`config.mk`:
```
export PLATFORM = sky130hd
export DESIGN_NAME = pulse_seq_gen
export DESIGN_NICKNAME = d
export VERILOG_FILES = /design/src/rtl/pulse_seq_pkg.sv /design/src/rtl/pulse_seq_edge.sv /design/src/rtl/pulse_seq_fsm.sv /design/src/rtl/pulse_seq_dac_mux.sv /design/src/rtl/pulse_seq_gen.sv
export SDC_FILE = /design/constraint.sdc
export NUM_CORES = 1
export LEC_CHECK = 0
export CAP_MARGIN = 15
export CELL_PAD_IN_SITES_DETAIL_PLACEMENT = 1
export CELL_PAD_IN_SITES_GLOBAL_PLACEMENT = 1
export CORE_ASPECT_RATIO = 1.5
export CORE_UTILIZATION = 31
export DETAILED_ROUTE_END_ITERATION = 7
export GPL_TIMING_DRIVEN = 1
export PLACE_DENSITY = 0.95
export SETUP_SLACK_MARGIN = 0.02
export SLEW_MARGIN = 20
export SYNTH_ARGS = -nofsm -noshare
export SYNTH_HDL_FRONTEND = slang
export SYNTH_SLANG_ARGS = --single-unit
```
`constraint.sdc`:
```
create_clock -name clk_i -period 5.2 [get_ports clk_i]
set_input_delay 0.78 -clock clk_i [delete_from_list [all_inputs] [get_ports clk_i]]
set_output_delay 0.78 -clock clk_i [all_outputs]
set_load 0.01 [all_outputs]
```
`src/rtl/pulse_seq_pkg.sv`:
```
package pulse_seq_pkg;
  typedef enum logic [2:0] {
    PH_IDLE,
    PH_ON1,
    PH_GAP,
    PH_ON2,
    PH_REST
  } phase_e;
endpackage

```
`src/rtl/pulse_seq_edge.sv`:
```
module pulse_seq_edge (
  input  logic clk_i,
  input  logic rst_ni,
  input  logic level_i,
  output logic rise_o
);
  logic level_q;

  always_ff @(posedge clk_i or negedge rst_ni) begin
    if (!rst_ni) level_q <= 1'b0;
    else         level_q <= level_i;
  end

  assign rise_o = level_i & ~level_q;
endmodule

```
`src/rtl/pulse_seq_fsm.sv`:
```
module pulse_seq_fsm
  import pulse_seq_pkg::*;
#(
  parameter int CNT_W = 32
) (
  input  logic             clk_i,
  input  logic             rst_ni,
  input  logic             launch_i,
  input  logic             continuous_i,
  input  logic [CNT_W-1:0] p1_len_i,
  input  logic [CNT_W-1:0] gap_len_i,
  input  logic [CNT_W-1:0] p2_len_i,
  input  logic [CNT_W-1:0] rest_len_i,
  output logic             gate_o,
  output logic             trigger_o,
  output logic             busy_o
);
  phase_e           phase_q, phase_d;
  logic [CNT_W-1:0] cnt_q, cnt_d;
  logic             trig_q, trig_d;
  logic [CNT_W-1:0] len_sel;

  // zero length counts as one cycle: load len-1, floor at 0
  always_comb begin
    unique case (phase_d)
      PH_ON1:  len_sel = p1_len_i;
      PH_GAP:  len_sel = gap_len_i;
      PH_ON2:  len_sel = p2_len_i;
      PH_REST: len_sel = rest_len_i;
      default: len_sel = '0;
    endcase
  end

  always_comb begin
    phase_d = phase_q;
    cnt_d   = cnt_q;
    trig_d  = 1'b0;
    if (phase_q == PH_IDLE) begin
      if (launch_i) phase_d = PH_ON1;
    end else if (cnt_q == '0) begin
      unique case (phase_q)
        PH_ON1:  phase_d = PH_GAP;
        PH_GAP:  phase_d = PH_ON2;
        PH_ON2:  phase_d = PH_REST;
        PH_REST: phase_d = continuous_i ? PH_ON1 : PH_IDLE;
        default: phase_d = PH_IDLE;
      endcase
    end else begin
      cnt_d = cnt_q - 1'b1;
    end
    if (phase_d != phase_q || (phase_q == PH_REST && phase_d == PH_ON1)) begin
      cnt_d  = (len_sel == '0) ? '0 : len_sel - 1'b1;
      trig_d = (phase_d == PH_ON1);
    end
  end

  always_ff @(posedge clk_i or negedge rst_ni) begin
    if (!rst_ni) begin
      phase_q <= PH_IDLE;
      cnt_q   <= '0;
      trig_q  <= 1'b0;
    end else begin
      phase_q <= phase_d;
      cnt_q   <= cnt_d;
      trig_q  <= trig_d;
    end
  end

  assign gate_o    = (phase_q == PH_ON1) || (phase_q == PH_ON2);
  assign busy_o    = (phase_q != PH_IDLE);
  assign trigger_o = trig_q;
endmodule

```
`src/rtl/pulse_seq_dac_mux.sv`:
```
module pulse_seq_dac_mux #(
  parameter int SAMPLE_W = 16
) (
  input  logic                gate_i,
  input  logic                trigger_i,
  input  logic                sel_i,
  input  logic [SAMPLE_W-1:0] carrier_i,
  output logic [SAMPLE_W-1:0] dac_a_o,
  output logic [SAMPLE_W-1:0] dac_b_o
);
  localparam logic [SAMPLE_W-1:0] FULL_POS = {1'b0, {(SAMPLE_W-1){1'b1}}};

  assign dac_a_o = gate_i ? carrier_i : '0;
  assign dac_b_o = sel_i ? (trigger_i ? FULL_POS : '0) : dac_a_o;
endmodule

```
`src/rtl/pulse_seq_gen.sv`:
```
module pulse_seq_gen #(
  parameter int CNT_W    = 32,
  parameter int SAMPLE_W = 16
) (
  input  logic                clk_i,
  input  logic                rst_ni,
  input  logic                start_i,
  input  logic                continuous_i,
  input  logic                dacb_sel_i,
  input  logic [CNT_W-1:0]    p1_len_i,
  input  logic [CNT_W-1:0]    gap_len_i,
  input  logic [CNT_W-1:0]    p2_len_i,
  input  logic [CNT_W-1:0]    rest_len_i,
  input  logic [SAMPLE_W-1:0] carrier_i,
  output logic                gate_o,
  output logic                trigger_o,
  output logic                busy_o,
  output logic [SAMPLE_W-1:0] dac_a_o,
  output logic [SAMPLE_W-1:0] dac_b_o
);
  logic start_rise;

  pulse_seq_edge u_edge (
    .clk_i   (clk_i),
    .rst_ni  (rst_ni),
    .level_i (start_i),
    .rise_o  (start_rise)
  );

  pulse_seq_fsm #(.CNT_W(CNT_W)) u_fsm (
    .clk_i        (clk_i),
    .rst_ni       (rst_ni),
    .launch_i     (start_rise),
    .continuous_i (continuous_i),
    .p1_len_i     (p1_len_i),
    .gap_len_i    (gap_len_i),
    .p2_len_i     (p2_len_i),
    .rest_len_i   (rest_len_i),
    .gate_o       (gate_o),
    .trigger_o    (trigger_o),
    .busy_o       (busy_o)
  );

  pulse_seq_dac_mux #(.SAMPLE_W(SAMPLE_W)) u_mux (
    .gate_i    (gate_o),
    .trigger_i (trigger_o),
    .sel_i     (dacb_sel_i),
    .carrier_i (carrier_i),
    .dac_a_o   (dac_a_o),
    .dac_b_o   (dac_b_o)
  );
endmodule

```
==> results of run 1 <==
[path summary, 6_finish.rpt]
check                      cells past startpoint                     endpoint                       start
min in group asynchronous                      1    u_fsm.trigger_o$_DFF_PN0_                      rst_ni
max in group asynchronous                      1  u_fsm.cnt_q[30]$_DFFE_PN0P_                      rst_ni
hold reg to reg                                1   u_fsm.cnt_q[0]$_DFFE_PN0P_  u_fsm.cnt_q[0]$_DFFE_PN0P_
setup / recovery                              16  u_fsm.cnt_q[29]$_DFFE_PN0P_  u_fsm.cnt_q[0]$_DFFE_PN0P_
hold / removal                                 1   u_fsm.cnt_q[0]$_DFFE_PN0P_  u_fsm.cnt_q[0]$_DFFE_PN0P_
setup reg to reg                              16  u_fsm.cnt_q[29]$_DFFE_PN0P_  u_fsm.cnt_q[0]$_DFFE_PN0P_
[report_power, final]
part / switching [mW] / internal [mW] / total [mW] / leakage, nW
clock: 0.119 / 0.176 / 0.295 / 0.0706
combinational: 0.297 / 0.294 / 0.591 / 2.05
sequential: 0.136 / 0.388 / 0.525 / 0.459
[cell families after synthesis]
group	Yosys count
muxes	32
DFF	37
and+or+nand+nor	224
AOI/OAI and AO/OA	189
buffers and inverters	60
adders and majority gates	4
xor gates and xnor gates	26
[state kept, by name (all words and copies together) (netlist names)]
name             flops
u_fsm.trigger_o      1
u_fsm.cnt_q         32
u_fsm.phase_q        3
u_edge.level_q       1
[worst max-delay path: cells and delay by family, from the launching register on]
kind,cells,cell delay (ns)
mux,1,0.35
compound gates,3,1.01
simple gates,7,1.80
buf+inv,4,0.80
fa+ha+maj,1,0.17
flops,1,0.41
[layout by cell type, fill, tap and decap left out, drive strengths merged, types with 6 or more instances in the layout]
master,netlist,layout
a22oi,7,7
and3,6,6
clkdlybuf4s50,0,182
nor3,24,24
or3,6,6
nand3,21,21
mux2i,6,6
nand2,63,63
nand4,20,20
nor2,35,35
o21ai,73,73
inv,22,22
nor4,15,15
nor2b,6,6
dfrtp,37,37
xnor2,22,22
o221ai,6,6
a21oi,41,41
mux2,26,26
buf,15,32
a222oi,23,23
clkbuf,23,6
[layout make-up]
class                      instances  area share
clock buffer                       6     0.01952
clock inverter                     2    0.001516
inverter                          22     0.01251
multi-input combinational        475      0.4798
sequential                        37      0.1402
tap                              162     0.03070
timing repair buffer             214      0.3157
[metal layers]
metal / vias up / share of wire
met5: - / 0
met4: 0 / 0.054
met3: 65 / 0.069
met2: 324 / 0.52
met1: 2669 / 0.36
li1: 2570 / -
[per-stage QoR]
stage	power (mW)	area, um2	cells
2_1_floorplan	0.8112	4365	572
3_3_place_gp	1.062	6464	910
3_5_place_dp	1.094	6464	910
4_1_cts	1.408	6603	918
5_1_grt	1.492	6603	918
6_report	1.411	6603	918
==> flow_metrics.py, run 1 <==
metrics = {
    "sta": {
        "tightestPinTransition_ns": 0.8497,
        "rsz0062_at_grt": "false",
        "fin_hold_ws_ns": 0.5356,
        "skew_ns": 0.009595,
        "tns_ns": 0,
        "hold_viol": 0,
        "fin_ws_ns": 0.5095,
        "final-setup-viol-count": 0,
        "min_period_ns": 4.691,
        "drv_slew": 0,
        "period_share": 0.9020,
        "relSlewSlack": 0.4335,
        "clock.fmax_mhz": 213.2,
    },
    "global_routing": {
        "grt_util_met2": 0.5003,
        "grt.overflow.total": 0,
        "antenna_found_initial": 0,
        "grt_pass1_wl_um": 29950,
        "grt_start_max_net_pins": 42,
        "grt_use_met1": 0.2640,
        "met3_usage": 0.03758,
        "grt_pass1_vias": 5930,
        "gr-usage-all-layers": 0.2620,
        "gr-max-usage-layer": "met2",
    },
    "route": {
        "post_drt_wl_per_cell_um": 20.73,
        "totalWireLength_um": 19030,
        "dr.first_iter.drc_count": 484,
        "viasPerCell": 6.131,
        "vias": 5628,
        "drc_errors": 0,
        "ant_nets": 0,
        "firstDrtPassIters": 6,
    },
    "worst_setup_path": {
        "crit_path_top_delay_cell": "a222oi_1",
        "r2r_setup_slack_ns": 0.51,
        "crit_fanout": 28,
        "crit_type": "flop to flop",
        "crit_top_cell": "buf_4",
        "crit_required_ns": 5.35,
        "slowest_delay_ns": 0.52,
        "end_kind": "flop",
        "crit_arrival_ns": 4.84,
        "cp-start-kind": "flop",
        "cp_cell_sequence": "inv_1, ha_1, nor4b_1, nand4_1, buf_4, o31a_2, nor2_2, buf_12, mux2_1, a222oi_1, nand2_1, nor3_4, buf_4, nand3_2, nor4_1, o31ai_2",
    },
    "logic_synthesis": {
        "syn_area_mm2": 0.004365,
        "synthCells": 572,
        "ys_seq_elements": 37,
        "ys_warn_count": 0,
        "synth_xor_area_frac": 0.05216,
        "synth-compound-area-share": 0.2843,
        "synth_top_family_by_area": "simple AND/OR/NAND/NOR gates",
        "synth_top_area_share": 0.2121,
        "synth_cell_type_count": 68,
        "synth-adder-area-share": 0.01146,
        "postSynthNetCount": 725,
        "synth_top_area_cell": "dfrtp_1",
        "synth_edf_count": 0,
        "yosysMostFrequentCell": "nand2_1",
        "ys_seq_area_frac": 0.2121,
        "yosys-top-cells-area": "dfrtp_1 21%, o21ai_0 6.0%, nand2_1 5.4%",
        "avgSynthCellArea_um2": 7.632,
        "async_reset_ff_frac": 1.000,
        "synthMuxAreaShare": 0.08255,
        "synth_ff_type": "dfrtp_1",
        "yosys.area_share.simple": 0.2929,
        "yosys-top-cells-count": "63 x nand2_1, 52 x o21ai_0, 41 x a21oi_1, 37 x dfrtp_1, 33 x nor2_1",
    },
    "finish": {
        "nFillCells": 1653,
        "diodes": 0,
        "fin_util": 0.4856,
        "synthToLayoutAreaGrowth_pct": 51.25,
        "multi_input_area_mm2": 0.003168,
        "layout-drive-gt1-share": 0.1138,
        "final_nets": 908,
        "area.sequential_um2": 925.9,
    },
    "floorplanning": {
        "core_area_mm2": 0.01360,
        "start_util": 0.3210,
        "die_h_um": 147.3,
        "die_area_mm2": 0.01457,
        "ios": 184,
        "rows": 52,
        "die_width_um": 98.89,
    },
    "clocking": {
        "cts_setup_buffers": 0,
        "cts.sinks": 37,
        "clkTransAtPathRegs_ns": 0.06,
        "clockBufferDepth": 2,
        "cts_buffers": 5,
        "cts_resized": 0,
        "cts_tree": "yes",
        "htree_levels": 2,
        "root_buffer": "clkbuf_16",
        "clock_latency_ns": 0.29,
        "hold_buffers": 0,
    },
    "placement": {
        "post-dp-hpwl_um": 15250,
        "io_buffers": 183,
        "gp_congestion": 0.9520,
        "dp_slack_ns": 0.4879,
    },
    "pwr": {
        "ir_drop_mv": 0.1345,
        "power_density_mw_per_mm2": 213.7,
        "power.leakage_nw": 2.576,
    },
    "job": {
        "maxCapViolCount": 0,
    },
    "outcome": {
        "run_status": "finished, final reports clean",
    },
    "hold_path": {
        "min_path_type": "flop to flop",
    },
}
No activity file was read; power rests on OpenSTA's default activity.
==> inputs of run 2 (changes only) <==
--- a/config.mk
+++ b/config.mk
@@ -9,6 +9,7 @@
 export CELL_PAD_IN_SITES_DETAIL_PLACEMENT = 1
 export CELL_PAD_IN_SITES_GLOBAL_PLACEMENT = 1
 export CORE_ASPECT_RATIO = 1.5
+export CORE_MARGIN = 3
 export CORE_UTILIZATION = 31
 export DETAILED_ROUTE_END_ITERATION = 7
 export GPL_TIMING_DRIVEN = 1
==> flow_metrics.py, run 2 (same netlist as run 1, synthesis figures left out) <==
metrics = {
    "outcome": {
        "run_status": "finished, final reports clean",
    },
    "global_routing": {
        "grt.overflow.total": 0,
        "grt_start_max_net_pins": 42,
        "grt_pass1_vias": 6061,
        "grt_pass1_wl_um": 32210,
        "antenna_found_initial": 0,
        "gr-usage-all-layers": 0.2667,
    },
    "pwr": {
        "power_density_mw_per_mm2": 223.5,
        "p_sw_mw": 0.5611,
        "p_int_mw": 0.9191,
        "power.share.sequential": 0.353,
        "power.share.clock": 0.242,
        "power.leakage_nw": 2.586,
        "ir_drop_mv": 0.1395,
        "p_sw_frac": 0.3791,
        "combPwrFrac": 0.404,
    },
    "sta": {
        "period_share": 0.9287,
        "tns_ns": 0,
        "fin_hold_ws_ns": 0.5358,
        "hold_viol": 0,
        "relSlewSlack": 0.3592,
        "final-setup-viol-count": 0,
        "min_period_ns": 4.829,
        "tightestPinTransition_ns": 0.9547,
        "skew_ns": 0.003783,
        "drv_slew": 0,
        "fin_ws_ns": 0.3707,
        "clock.fmax_mhz": 207.1,
        "rsz0062_at_grt": "false",
    },
    "clocking": {
        "clock_latency_ns": 0.29,
        "htree_levels": 2,
        "cts_tree": "yes",
        "clockBufferDepth": 2,
        "cts.sinks": 37,
        "root_buffer": "clkbuf_16",
        "cts_buffers": 5,
        "clkTransAtPathRegs_ns": 0.06,
    },
    "worst_setup_path": {
        "crit_arrival_ns": 5.00,
        "rr_worst_depth": 12,
        "crit_type": "flop to flop",
        "end_kind": "flop",
        "cp-start-kind": "flop",
        "crit_fanout": 18,
        "crit_required_ns": 5.37,
    },
    "finish": {
        "layout-drive-gt1-share": 0.1162,
        "diodes": 0,
        "top_register": "u_fsm.cnt_q",
        "stdcell_count": 919,
        "largest_reg_flops": 32,
        "synthToLayoutAreaGrowth_pct": 51.71,
        "layout_commonest_cell": "clkdlybuf4s50_1",
        "largestRegisters": "u_fsm.cnt_q (32), u_fsm.phase_q (3)",
        "nFillCells": 1663,
        "mostFrequentLayoutCells": "182 x clkdlybuf4s50_1, 63 x nand2_1, 52 x o21ai_0",
        "fin_util": 0.4847,
        "final_nets": 909,
    },
    "floorplanning": {
        "die_area_mm2": 0.01557,
        "rows": 52,
        "start_util": 0.3195,
        "ios": 184,
        "die_h_um": 151.3,
        "die_width_um": 102.9,
        "core_area_mm2": 0.01366,
    },
    "placement": {
        "dp_slack_ns": 0.1134,
        "post-dp-hpwl_um": 16780,
        "gp_congestion": 0.9437,
        "io_buffers": 183,
        "dpl.cell_count": 909,
    },
    "route": {
        "firstDrtPassIters": 8,
        "drc_errors": 0,
        "ant_nets": 0,
        "viasPerCell": 6.335,
        "totalWireLength_um": 21000,
        "post_drt_wl_per_cell_um": 22.85,
        "dr.first_iter.drc_count": 483,
        "vias": 5822,
    },
    "hold_path": {
        "worstHoldPathCells": 2,
        "min_path_type": "flop to flop",
    },
    "job": {
        "maxCapViolCount": 0,
    },
}
run 2: layer usage:
layer	GRT usage	up-vias	share of wire
met2	0.4888	333	0.53
met3	0.03594	96	0.063
met4	0.1944	0	0.079
li1	-	2577	-
met1	0.2660	2816	0.33
met5	0	-	0
run 2: area by class of cell:
type / instances / area, um2 / share of cell area
multi-input combinational: 475 / 3176 / 0.4795
inverter: 22 / 82.58 / 0.01247
timing repair buffer: 215 / 2067 / 0.3121
tap: 162 / 202.7 / 0.03061
clock inverter: 3 / 43.79 / 0.006613
clock buffer: 5 / 125.1 / 0.01889
sequential: 37 / 925.9 / 0.1398
run 2: power by group through the flow:
stage	Combinational (mW)	Clock [mW]	Sequential, mW
after detailed placement	0.584	0	0.519
final	0.598	0.359	0.523
after floorplan	0.332	0	0.479
after global placement	0.557	0	0.507
after CTS	0.592	0.361	0.516
after global routing	0.653	0.373	0.537
run 2: critical path, stage by stage, from the launching register on:
cell,delay (ns)
dfrtp_1,0.45
nor4_1,0.52
nand2_1,0.39
o31a_2,0.47
nor2_2,0.15
buf_4,0.30
mux2_1,0.36
a222oi_1,0.64
nand4_4,0.28
nor4_4,0.50
a32oi_1,0.20
a31oi_1,0.33
o21ai_1,0.09
run 2: path summary, 6_finish.rpt:
path | slack (ns) | startpoint | end
max | 0.37 | u_fsm.cnt_q[14]$_DFFE_PN0P_ | u_fsm.cnt_q[22]$_DFFE_PN0P_
min | 0.54 | u_fsm.cnt_q[13]$_DFFE_PN0P_ | u_fsm.cnt_q[13]$_DFFE_PN0P_
max reg2reg | 0.37 | u_fsm.cnt_q[14]$_DFFE_PN0P_ | u_fsm.cnt_q[22]$_DFFE_PN0P_
min reg2reg | 0.54 | u_fsm.cnt_q[13]$_DFFE_PN0P_ | u_fsm.cnt_q[13]$_DFFE_PN0P_
max in group asynchronous | 4.01 | rst_ni | u_fsm.cnt_q[15]$_DFFE_PN0P_
min in group asynchronous | 0.62 | rst_ni | u_edge.level_q$_DFF_PN0_
run 2: metrics by stage:
step | area, um2 | total power [mW]
detailed placement | 6431 | 1.102
global route | 6623 | 1.563
floorplan | 4365 | 0.8112
finish | 6623 | 1.480
global placement | 6431 | 1.064
CTS | 6600 | 1.469
run 2: what timing repair did:
| item | in CTS | in global routing |
|---|---|---|
| gates resized for setup | 0 | 1 |
| hold buffers | 0 | 0 |
| endpoints found under the setup margin | 0 | 30 |
| setup buffers | 0 | 2 |
